<file path="src/rtl/segCapPkg.sv">
`timescale 1ns/1ps
package segCapPkg;

  typedef enum logic [1:0] {
    ST_WAIT = 2'd0,
    ST_SEL  = 2'd1,
    ST_DONE = 2'd2
  } capState_e;

  // Strobes from the sequencer to the byte path
  typedef struct packed {
    logic restart;
    logic holdHi;
    logic writeByte;
    logic wide;
  } capStrobe_t;

endpackage

</file>
<file path="src/rtl/segCapCtrl.sv">
`timescale 1ns/1ps
module segCapCtrl
  import segCapPkg::*;
#(
  parameter int SLOTS = 20
) (
  input  logic             clk,
  input  logic             rstN,
  input  logic             linePulse,
  input  logic             chainEnIn,
  input  logic             shiftTick,
  input  logic             wideMode,
  input  logic             dirRtl,
  output capStrobe_t       strobes,
  output logic [SLOTS-1:0] slotHot,
  output logic             chainEnOut
);

  localparam int CNT_W = $clog2(SLOTS + 1);
  localparam logic [SLOTS-1:0] FIRST_LTR = {{(SLOTS-1){1'b0}}, 1'b1};
  localparam logic [SLOTS-1:0] FIRST_RTL = {1'b1, {(SLOTS-1){1'b0}}};
  localparam logic [CNT_W-1:0] LAST_IDX  = CNT_W'(SLOTS - 1);

  capState_e        state;
  logic [CNT_W-1:0] count;
  logic             half;
  logic             dirQ;
  logic [SLOTS-1:0] ptr;

  logic             enterNow;
  logic             selected;
  logic             accept;
  logic             curDir;
  logic             lastByte;
  logic [SLOTS-1:0] startHot;
  logic [SLOTS-1:0] nextPtr;

  always_comb begin
    enterNow = (state == ST_WAIT) && chainEnIn;
    selected = (state == ST_SEL) || enterNow;
    accept   = selected && shiftTick && !linePulse;
    startHot = dirRtl ? FIRST_RTL : FIRST_LTR;
    curDir   = enterNow ? dirRtl : dirQ;
    slotHot  = (state == ST_WAIT) ? startHot : ptr;
    nextPtr  = curDir ? {slotHot[0], slotHot[SLOTS-1:1]}
                      : {slotHot[SLOTS-2:0], slotHot[SLOTS-1]};

    strobes.restart   = linePulse;
    strobes.wide      = wideMode;
    strobes.writeByte = accept && (wideMode || half);
    strobes.holdHi    = accept && !wideMode && !half;
    lastByte          = strobes.writeByte && (count == LAST_IDX);
  end

  always_ff @(posedge clk) begin
    if (!rstN) begin
      state      <= ST_WAIT;
      count      <= '0;
      half       <= 1'b0;
      dirQ       <= 1'b0;
      ptr        <= FIRST_LTR;
      chainEnOut <= 1'b0;
    end else begin
      chainEnOut <= lastByte;
      if (linePulse) begin
        state <= ST_WAIT;
        count <= '0;
        half  <= 1'b0;
        ptr   <= startHot;
      end else begin
        if (state == ST_WAIT) ptr <= startHot;
        if (enterNow) begin
          state <= ST_SEL;
          dirQ  <= dirRtl;
        end
        if (strobes.holdHi) half <= 1'b1;
        if (strobes.writeByte) begin
          half  <= 1'b0;
          ptr   <= nextPtr;
          count <= count + 1'b1;
          if (lastByte) begin
            state <= ST_DONE;
            count <= '0;
          end
        end
      end
    end
  end

  // the slot pointer always names exactly one slot
  p_ptr_onehot_r6: assert property (@(posedge clk) disable iff (!rstN)
    $countones(ptr) == 1);

  // the byte count never runs past the slot count
  p_count_bound_r8: assert property (@(posedge clk) disable iff (!rstN)
    count < CNT_W'(SLOTS));

  // the enable pulse lasts a single cycle
  p_pulse_single_r8: assert property (@(posedge clk) disable iff (!rstN)
    chainEnOut |=> !chainEnOut);

  // the enable pulse only appears once the chip has dropped out
  p_pulse_done_r8: assert property (@(posedge clk) disable iff (!rstN)
    chainEnOut |-> (state == ST_DONE));

  // a line pulse re-arms and silences the chain output
  p_lp_rearm_r2: assert property (@(posedge clk) disable iff (!rstN)
    linePulse |=> ((state == ST_WAIT) && !chainEnOut));

  // a finished chip stays quiet until the next line pulse
  p_done_quiet_r9: assert property (@(posedge clk) disable iff (!rstN)
    ((state == ST_DONE) && !linePulse) |=> ((state == ST_DONE) && !chainEnOut));

  // no write strobe unless selected
  p_no_write_idle_r2: assert property (@(posedge clk) disable iff (!rstN)
    ((state != ST_SEL) && !chainEnIn) |-> !strobes.writeByte);

endmodule

</file>
<file path="src/rtl/segCapPath.sv">
`timescale 1ns/1ps
module segCapPath
  import segCapPkg::*;
#(
  parameter int SLOTS  = 20,
  parameter int BYTE_W = 8
) (
  input  logic                    clk,
  input  logic                    rstN,
  input  capStrobe_t              strobes,
  input  logic [SLOTS-1:0]        slotHot,
  input  logic [BYTE_W-1:0]       dataIn,
  output logic [SLOTS*BYTE_W-1:0] lineLatch
);

  localparam int NIB_W = BYTE_W / 2;

  logic [NIB_W-1:0]  hiNib;
  logic [BYTE_W-1:0] byteVal;

  always_comb begin
    byteVal = strobes.wide ? dataIn : {hiNib, dataIn[NIB_W-1:0]};
  end

  always_ff @(posedge clk) begin
    if (!rstN) begin
      hiNib <= '0;
    end else if (strobes.holdHi) begin
      hiNib <= dataIn[NIB_W-1:0];
    end
  end

  for (genvar k = 0; k < SLOTS; k++) begin : g_slot
    always_ff @(posedge clk) begin
      if (!rstN) begin
        lineLatch[k*BYTE_W +: BYTE_W] <= '0;
      end else if (strobes.writeByte && slotHot[k]) begin
        lineLatch[k*BYTE_W +: BYTE_W] <= byteVal;
      end
    end
  end

  // the latch moves only under a write strobe
  p_latch_hold_r9: assert property (@(posedge clk) disable iff (!rstN)
    !strobes.writeByte |=> $stable(lineLatch));

  // a nibble is never held and written in the same cycle
  p_nib_excl_r5: assert property (@(posedge clk) disable iff (!rstN)
    !(strobes.holdHi && strobes.writeByte));

endmodule

</file>
<file path="src/rtl/segLineCapture.sv">
`timescale 1ns/1ps
module segLineCapture
  import segCapPkg::*;
#(
  parameter int SLOTS  = 20,
  parameter int BYTE_W = 8
) (
  input  logic                    clk,
  input  logic                    rstN,
  input  logic                    linePulse,
  input  logic                    chainEnIn,
  input  logic                    shiftTick,
  input  logic                    wideMode,
  input  logic                    dirRtl,
  input  logic [BYTE_W-1:0]       dataIn,
  output logic                    chainEnOut,
  output logic [SLOTS*BYTE_W-1:0] lineLatch
);

  capStrobe_t       strobes;
  logic [SLOTS-1:0] slotHot;

  segCapCtrl #(.SLOTS(SLOTS)) u_ctrl (
    .clk       (clk),
    .rstN      (rstN),
    .linePulse (linePulse),
    .chainEnIn (chainEnIn),
    .shiftTick (shiftTick),
    .wideMode  (wideMode),
    .dirRtl    (dirRtl),
    .strobes   (strobes),
    .slotHot   (slotHot),
    .chainEnOut(chainEnOut)
  );

  segCapPath #(.SLOTS(SLOTS), .BYTE_W(BYTE_W)) u_path (
    .clk       (clk),
    .rstN      (rstN),
    .strobes   (strobes),
    .slotHot   (slotHot),
    .dataIn    (dataIn),
    .lineLatch (lineLatch)
  );

endmodule

</file>
<file path="config.mk">
export PLATFORM = sky130hd
export DESIGN_NAME = segLineCapture
export DESIGN_NICKNAME = d
export VERILOG_FILES = /design/src/rtl/segCapPkg.sv /design/src/rtl/segCapCtrl.sv /design/src/rtl/segCapPath.sv /design/src/rtl/segLineCapture.sv
export SDC_FILE = /design/constraint.sdc
export NUM_CORES = 1
export LEC_CHECK = 0
export CAP_MARGIN = 20
export CORE_MARGIN = 5
export CORE_UTILIZATION = 61
export DETAILED_ROUTE_END_ITERATION = 12
export DONT_BUFFER_PORTS = 1
export PLACE_DENSITY = 0.73
export SYNTH_ARGS = -nofsm -noshare
export SYNTH_HDL_FRONTEND = slang
export SYNTH_HIERARCHICAL = 1
export SYNTH_SLANG_ARGS = --single-unit
export TNS_END_PERCENT = 5
</file>
<file path="constraint.sdc">
create_clock -name clk -period 3.73 [get_ports clk]
set_clock_uncertainty 0.1 [all_clocks]
set_input_delay 0.373 -clock clk [delete_from_list [all_inputs] [get_ports clk]]
set_output_delay 0.373 -clock clk [all_outputs]
set_load 0.01 [all_outputs]
</file>
Yosys cells after proc, flatten, opt, wreduce, memory -nomap -nowiden --
Index checks and enable logic that the tools add are counted.
Storage, ports and cells: bits in registers 194, bits of input ports 15, output and inout port bits 161, logic and storage cells 77
Cells by class: $add $sub $neg 1, eq/ne operators 2, multiplexer cells 11, bitwise logic cells 1, reductions and logical operators 35
Operator list (count):
- 2-to-1 mux 20 bit | 5
- logical AND 1 bit | 27
- 2-to-1 mux 8 bit | 1
- 2-to-1 mux 2 bit | 3
- adder 5 x 1 -> 5 bit, second input constant | 1
- == test 5 bit, second input constant | 1
- 2-to-1 mux 5 bit | 1
- logical NOT 1 bit | 3
- OR reduction 3 bit | 1
- == test 2 x 1 -> 1 bit, second input constant | 1
- logical NOT 2 bit | 1
- logical OR 1 bit | 2
- OR reduction 2 bit | 1
- 2-to-1 mux 1 bit | 1
- NOT 1 bit | 1

Longest topological paths before layout --
Gate-level depths: netlist of run 1.
word-level depth 9, depth in mapped cells 9, gate-level depth less buffers 5

Modules after synthesis --
Netlist of run 1, hierarchy kept.
Modules (own cells, without submodules):
- segCapPath | instances 1, cells an instance 689, area each 6761.5 sq um, sequential area each 3283.1 sq um
- segCapCtrl | instances 1, cells an instance 166, area each 1666.6 sq um, sequential area each 600.6 sq um

Least setup slack after synthesis of run 1 --
OpenSTA, ideal clock, no wires.
path kind register to register, from register u_ctrl.state[0], to register u_path.lineLatch[101], library setup time 0.091 ns, data arrival time 1.807 ns, data required time 3.539 ns, path slack 1.732 ns, stages on the path, launching flop included 10, buffers on the path 5, period minus slack after synthesis 1.998 ns, cell sequence dfxtp_1 > or2_1 > buf_2 > buf_2 > clkbuf_1 > and2_1 > clkbuf_2 > buf_2 > a21oi_1 > a311oi_1
On the way: elaborated cells between the ends (all ways) 9, those cells by class eq/ne: 1; mux: 1; reduce/logical: 7
RTL lines:
- from (decl) | line segCapCtrl.sv:24 | capState_e state;
- from (signal assigned) | line segCapCtrl.sv:57 | state <= ST_WAIT;
- from (signal assigned) | line segCapCtrl.sv:66 | state <= ST_WAIT;
- from (signal assigned) | line segCapCtrl.sv:73 | state <= ST_SEL;
- logical NOT 2 bit | line segCapCtrl.sv:44 | slotHot = (state == ST_WAIT) ? startHot : ptr;
- 2-to-1 mux 20 bit | line segCapCtrl.sv:44
- via slotHot[12] | line segLineCapture.sv:21 | logic [SLOTS-1:0] slotHot;
- logical AND 1 bit | line segCapPath.sv:37 | end else if (strobes.writeByte && slotHot[k]) begin
- to (signal, indexed assignment) | line segCapPath.sv:38 | lineLatch[k*BYTE_W +: BYTE_W] <= byteVal;
- to (decl) | line segCapPath.sv:13 | output logic [SLOTS*BYTE_W-1:0] lineLatch
The timed path passes the listed nets, and every way through them passes these cells. A chain may end at the register's enable or synchronous reset.

Worst setup path in the final report of run 1 --
from register u_ctrl.state[0], to register u_ctrl.ptr[0]
On the way: longest elaborated chain between the ends 8, elaborated cells between the ends (all ways) 12, those cells by class eq/ne: 1; mux: 5; reduce/logical: 6
Ends and longest elaborated chain:
- logical NOT 2 bit | line segCapCtrl.sv:39, segCapCtrl.sv:44, segCapCtrl.sv:71
- logical AND 1 bit | line segCapCtrl.sv:39 | enterNow = (state == ST_WAIT) && chainEnIn;
- logical OR 1 bit | line segCapCtrl.sv:40 | selected = (state == ST_SEL) || enterNow;
- logical AND 1 bit (2 in a row) | line segCapCtrl.sv:41 | accept = selected && shiftTick && !linePulse;
- logical AND 1 bit | line segCapCtrl.sv:50 | strobes.writeByte = accept && (wideMode || half);
- 2-to-1 mux 20 bit (*) | line segCapCtrl.sv:77 | if (strobes.writeByte) begin
- 2-to-1 mux 20 bit (*) | line segCapCtrl.sv:65 | if (linePulse) begin
- to (signal assigned) | line segCapCtrl.sv:69 | ptr <= startHot;
- to (signal assigned) | line segCapCtrl.sv:71 | if (state == ST_WAIT) ptr <= startHot;
- to (signal assigned) | line segCapCtrl.sv:79 | ptr <= nextPtr;
- to (decl) | line segCapCtrl.sv:28 | logic [SLOTS-1:0] ptr;
Mark *: on every way between the ends. The rest lies on a longest branch, timed or not.

==> out/results.ini, run 1 <==
[timing]
worstMarginPinSlew_ps=1186
slew_viol_final=0
period_needed_ps=2648
relSlewSlack_pct=20.69
setup_viol=0
fin_crit_sh_pct=71.00
rsz0062_at_grt=false
fin_setup_tns_ps=0
fmax_mhz=377.6
finalHoldViolations=0

[pwr]
switching_share_pct=22.30
p_int_uw=3240
p_leak_uw=0.002829
pwr-share-seq_pct=50.1
p_switching_uw=929.6
pwr-share-clk_pct=45.2
max-vdd-ir-drop_uv=308.8
combinationalPowerShare_pct=4.7
power_density_nw_per_um2=470.7

[die]
die_y_um=127.5
core_area_sq_um=13720
die_area_sq_um=16250
num_io_pins=176
num_rows=43
fp.dieW_um=127.5
start_util_pct=61.38

[job]
drv_cap=0

[worst_setup_path]
cp_data_arrival_time_ps=2920
worstPathMaxFanout=25
cp-start-kind=flip-flop
cp.required_ps=4000
endpoint_kind=flip-flop
rr_worst_depth=5
path_class=flip-flop to flip-flop
r2r_setup_slack_ps=1080

[global_route]
grt_pass1_wl_um=33390
grt_pass1_vias=5942
grt_max_degree=110
antenna_found_initial=1
track_usage_pct=25.98
overflow=0

[synthesis]
synth_area_per_cell_sq_um=9.860
synthesis.area_sq_um=8421
syn_inst=854
synth_warnings=6
synth_fp_nets=870

[detailed_routing]
firstDrtPassIters=5
drc=0
vias_per_cell=6.563
vias=6346
first_iter_violations=578
ant_nets=0
wl_per_cell_um=22.51
drt-total-wl_um=21770

[cells_and_area]
fin_util_pct=64.57
diodes=0
area_growth_syn_to_layout_pct=5.201
final_common_cell=dfxtp_1
drive_gt1_share_pct=19.06
final_cell_count_no_fill=967
nets=790
final_cell_mix=dfxtp_1 (194), a21oi_1 (166), nand3_1 (81)

[clock_tree]
tritoncts=built
cts.clk_slew.worst_paths_ps=70
htree_num_levels=4
cts.sinks=194
clkLatencyLatePin_ps=430
cts-root-buf=clkbuf_16
cts_inserted_buffers=17
ctsResizeCount=0
cts_buffer_depth=2

[hold_path]
holdPathStages=2
hold_path_class=input port to flip-flop

[place]
gp_congestion=0.8572
io_buffers=0
dp.cells=921
dp_hpwl_um=13200

[outcome]
outcome=completed

## critical path, cell delays in order, from the launching register on
cell and delay, ps:
dfxtp_1 470, or2_1 650, nand2_1 270, a211o_1 340, a32oi_1 180, dlygate4sd3_1 580
## flip-flops by register name, summed over array words and instances (netlist names)
name               cells
u_ctrl/state           2
u_ctrl/count           5
u_ctrl/dirQ            1
u_path/hiNib           4
u_ctrl/chainEnOut      1
u_path/lineLatch     160
u_ctrl/ptr            20
u_ctrl/half            1
## power by group through the flow
| stage | Clock (uW) | Combinational, uW | Sequential, uW |
|---|---|---|---|
| 6_report | 1890 | 195 | 2090 |
| 4_1_cts | 1890 | 182 | 2090 |
| 5_1_grt | 1990 | 206 | 2090 |
| 2_1_floorplan | 0 | 149 | 2130 |
| 3_5_place_dp | 0 | 149 | 2140 |
| 3_3_place_gp | 0 | 145 | 2140 |
## per-stage QoR
step	hold slack (ps)	setup slack (ps)	power [uW]	instance area, sq um
6_report	16.80	1082	4169	8859
5_1_grt	14.63	919.1	4280	8859
4_1_cts	6.976	1157	4168	8806
3_5_place_dp	373.4	1275	2288	8088
3_3_place_gp	368.7	1366	2283	8088
2_1_floorplan	345.5	1732	2281	8421
## cell type report
cell class              count  area [sq um]
clock inverters             8         126.4
repair buffers             24         275.3
well taps                 180         225.2
clock buffers              24         481.7
multi-input cells         531          3834
fillers                  1074          4861
inverters                   6         32.53
flip-flops and latches    194          3884
## final timing paths
check                                   from                           end
hold / removal                     dataIn[1]  u_path/hiNib[1]$_SDFFE_PN0P_
setup / recovery  u_ctrl/state[0]$_SDFF_PP0_      u_ctrl/ptr[0]$_SDFF_PN1_
hold reg to reg     u_ctrl/ptr[2]$_SDFF_PP0_      u_ctrl/ptr[2]$_SDFF_PP0_
setup reg to reg  u_ctrl/state[0]$_SDFF_PP0_      u_ctrl/ptr[0]$_SDFF_PN1_
## per-layer routing
layer | wire length [um] | track usage [%] | vias to the layer above
met5 | 0 | 0 | -
met1 | 9043 | 33.03 | 3074
li1 | - | - | 3006
met2 | 10270 | 39.67 | 234
met4 | 455 | 11.10 | 0
met3 | 1994 | 9.741 | 32
## what timing repair did
action / in CTS / in global routing
hold buffers: 11 / 1
buffers inserted: 0 / 0
hold endpoints to repair: 82 / 1
No activity file was read; power rests on OpenSTA's default activity.
==> run 2, diff against run 1 <==
ABC_AREA = 1   (was not set)
CORE_UTILIZATION = 57   (was 61)
PLACE_DENSITY = 0.71   (was 0.73)
clock period = 2.3 ns   (was 3.73 ns; I/O delays follow)
==> run 2 against run 1 <==
First-iteration DRC count up 1.0%; synthesized cell count is 24% higher; clock power rose by 58%; combinational power rose by 83%; sequential power increased by 62%; worst setup slack worse by 1000 ps; core utilization increased by 3.2 points; synthesized area decreased by 9.5%; die area decreased by 2.9%; hold slack better by 2.2 ps; critical path depth down 1; critical endpoint is now u_path/lineLatch[18]$_SDFFE_PN0P_; largest power group unchanged; highest routed layer unchanged.
==> out/results.ini, run 2 <==
[cells_and_area]
final_cell_count_no_fill=1293
final_cell_mix=nand2_1 (262), dfxtp_1 (194), nor2_1 (173)
regMostFlops=u_path/lineLatch
largest_reg_flops=160
fin_util_pct=67.76
drive_gt1_share_pct=7.527
area_growth_syn_to_layout_pct=17.27
nets=1120
final_common_cell=nand2_1
reg_top3=u_path/lineLatch x160, u_ctrl/ptr x20, u_ctrl/count x5

[pwr]
p_leak_uw=0.004133
max-vdd-ir-drop_uv=503.9
power_density_nw_per_um2=753.1

[outcome]
outcome=completed

[die]
fp.dieW_um=125.6
die_area_sq_um=15780
start_util_pct=57.78
die_y_um=125.6
core_area_sq_um=13190
num_rows=42
num_io_pins=176

[timing]
slew_viol_final=0
relSlewSlack_pct=21.21
period_needed_ps=2216
finalHoldViolations=0
fin_setup_tns_ps=0
fin_crit_sh_pct=96.34
fmax_mhz=451.3
setup_viol=0
worstMarginPinSlew_ps=1178

[worst_setup_path]
worstPathMaxFanout=21
critPathLaunch=dataIn[2]
cp.required_ps=2580
worst_r2r_startpoint=u_ctrl/state[0]$_SDFF_PP0_
rr_worst_depth=10
path_class=input port to flip-flop
cp_data_arrival_time_ps=2490
r2r_setup_slack_ps=90
cp-start-kind=input port
r2r_end=u_path/lineLatch[148]$_SDFFE_PN0P_
endpoint_kind=flip-flop

[global_route]
grt_pass1_wl_um=33210
antenna_found_initial=1
grt_max_degree=126
track_usage_pct=26.11
overflow=0
grt_pass1_vias=6171

[job]
drv_cap=0

[detailed_routing]
wl_per_cell_um=16.40
vias=6745
ant_nets=0
firstDrtPassIters=6
first_iter_violations=584
drc=0
vias_per_cell=5.217
drt-total-wl_um=21200

[synthesis]
synth_area_per_cell_sq_um=7.196
syn_inst=1059
synthesis.area_sq_um=7621
synth_fp_nets=1075
synth_warnings=6

[hold_path]
hold_path_class=input port to flip-flop
holdPathStages=3
min_from=wideMode
holdPathEnd=u_path/lineLatch[36]$_SDFFE_PN0P_

[clock_tree]
tritoncts=built
cts_inserted_buffers=17
cts_buffer_depth=2
cts-root-buf=clkbuf_16
htree_num_levels=4
cts.sinks=194
clkLatencyLatePin_ps=430
cts.clk_slew.worst_paths_ps=70

[place]
gp_congestion=0.8068
dp_hpwl_um=12440
io_buffers=0
dp.cells=1204

run 2: changes by cell type in the layout (fill, tap and decap cells not counted), moves of 16 or more:
cell / change
nand2_1: +253
o21ai_0: +93
and2_1: -16
a21bo_2: -80
dlygate4sd3_1: +38
a21oi_1: -77
nor2_1: +161
inv_1: +137
nand3_1: -65
mux2i_1: -24
a311oi_1: -72
run 2: through the flow:
step | setup WS (ps) | total power (uW) | instance area [sq um] | hold WS [ps]
floorplan | 766.2 | 3695 | 7621 | 271.1
global placement | 362.4 | 3706 | 7727 | 265.7
detailed placement | 342.4 | 3708 | 7727 | 270.8
CTS | 15.02 | 6755 | 8871 | 20.91
global route | -12.07 | 6964 | 8937 | 39.79
finish | 84.15 | 6731 | 8937 | 18.97
run 2: repair_timing:
item                       4_1_cts  5_1_grt
hold buffers                    52        0
setup endpoints to repair        0       39
setup buffers                    0        4
hold endpoints to repair       174        0
resized for setup                0        5
run 2: per-layer routing:
layer  vias to the layer above  share of wire (%)  GRT usage (%)
li1                       3351                  -              -
met1                      3126                 43          32.81
met2                       239                 46          41.03
met3                        29                9.0          10.37
met4                         0                2.0          9.056
met5                         -                  0              0
run 2: worst max-delay path by stage:
stage	endpoint	slack, ps	depth (start not counted)
after floorplan	u_path/lineLatch[156]$_SDFFE_PN0P_	770	8
after global placement	u_path/lineLatch[92]$_SDFFE_PN0P_	360	7
after detailed placement	u_path/lineLatch[53]$_SDFFE_PN0P_	340	7
after CTS	u_path/lineLatch[117]$_SDFFE_PN0P_	20	9
after global routing	u_path/lineLatch[148]$_SDFFE_PN0P_	-10	10
final	u_path/lineLatch[18]$_SDFFE_PN0P_	80	4
run 2: area by class of cell:
type | count | area, sq um
multi-input cells | 676 | 3008
clock buffers | 23 | 498.0
fillers | 1170 | 4253
well taps | 176 | 220.2
repair buffers | 68 | 668.1
inverters | 147 | 559.3
diodes | 1 | 2.502
flip-flops and latches | 194 | 3884
clock inverters | 8 | 97.59
run 2: worst max-delay path, stage by stage:
cell	delay [ps]
dlygate4sd3_1	1320
o21ai_0	240
dlygate4sd3_1	620
nor2_1	80
run 2: report_power, final:
part / internal [uW] / leakage, uW / total [uW] / switching [uW]
Clock: 1740 / 0.000300 / 2980 / 1240
Combinational: 104 / 0.00227 / 356 / 252
Sequential: 3380 / 0.00156 / 3390 / 15.5
Total: 5220 / 0.00413 / 6730 / 1510
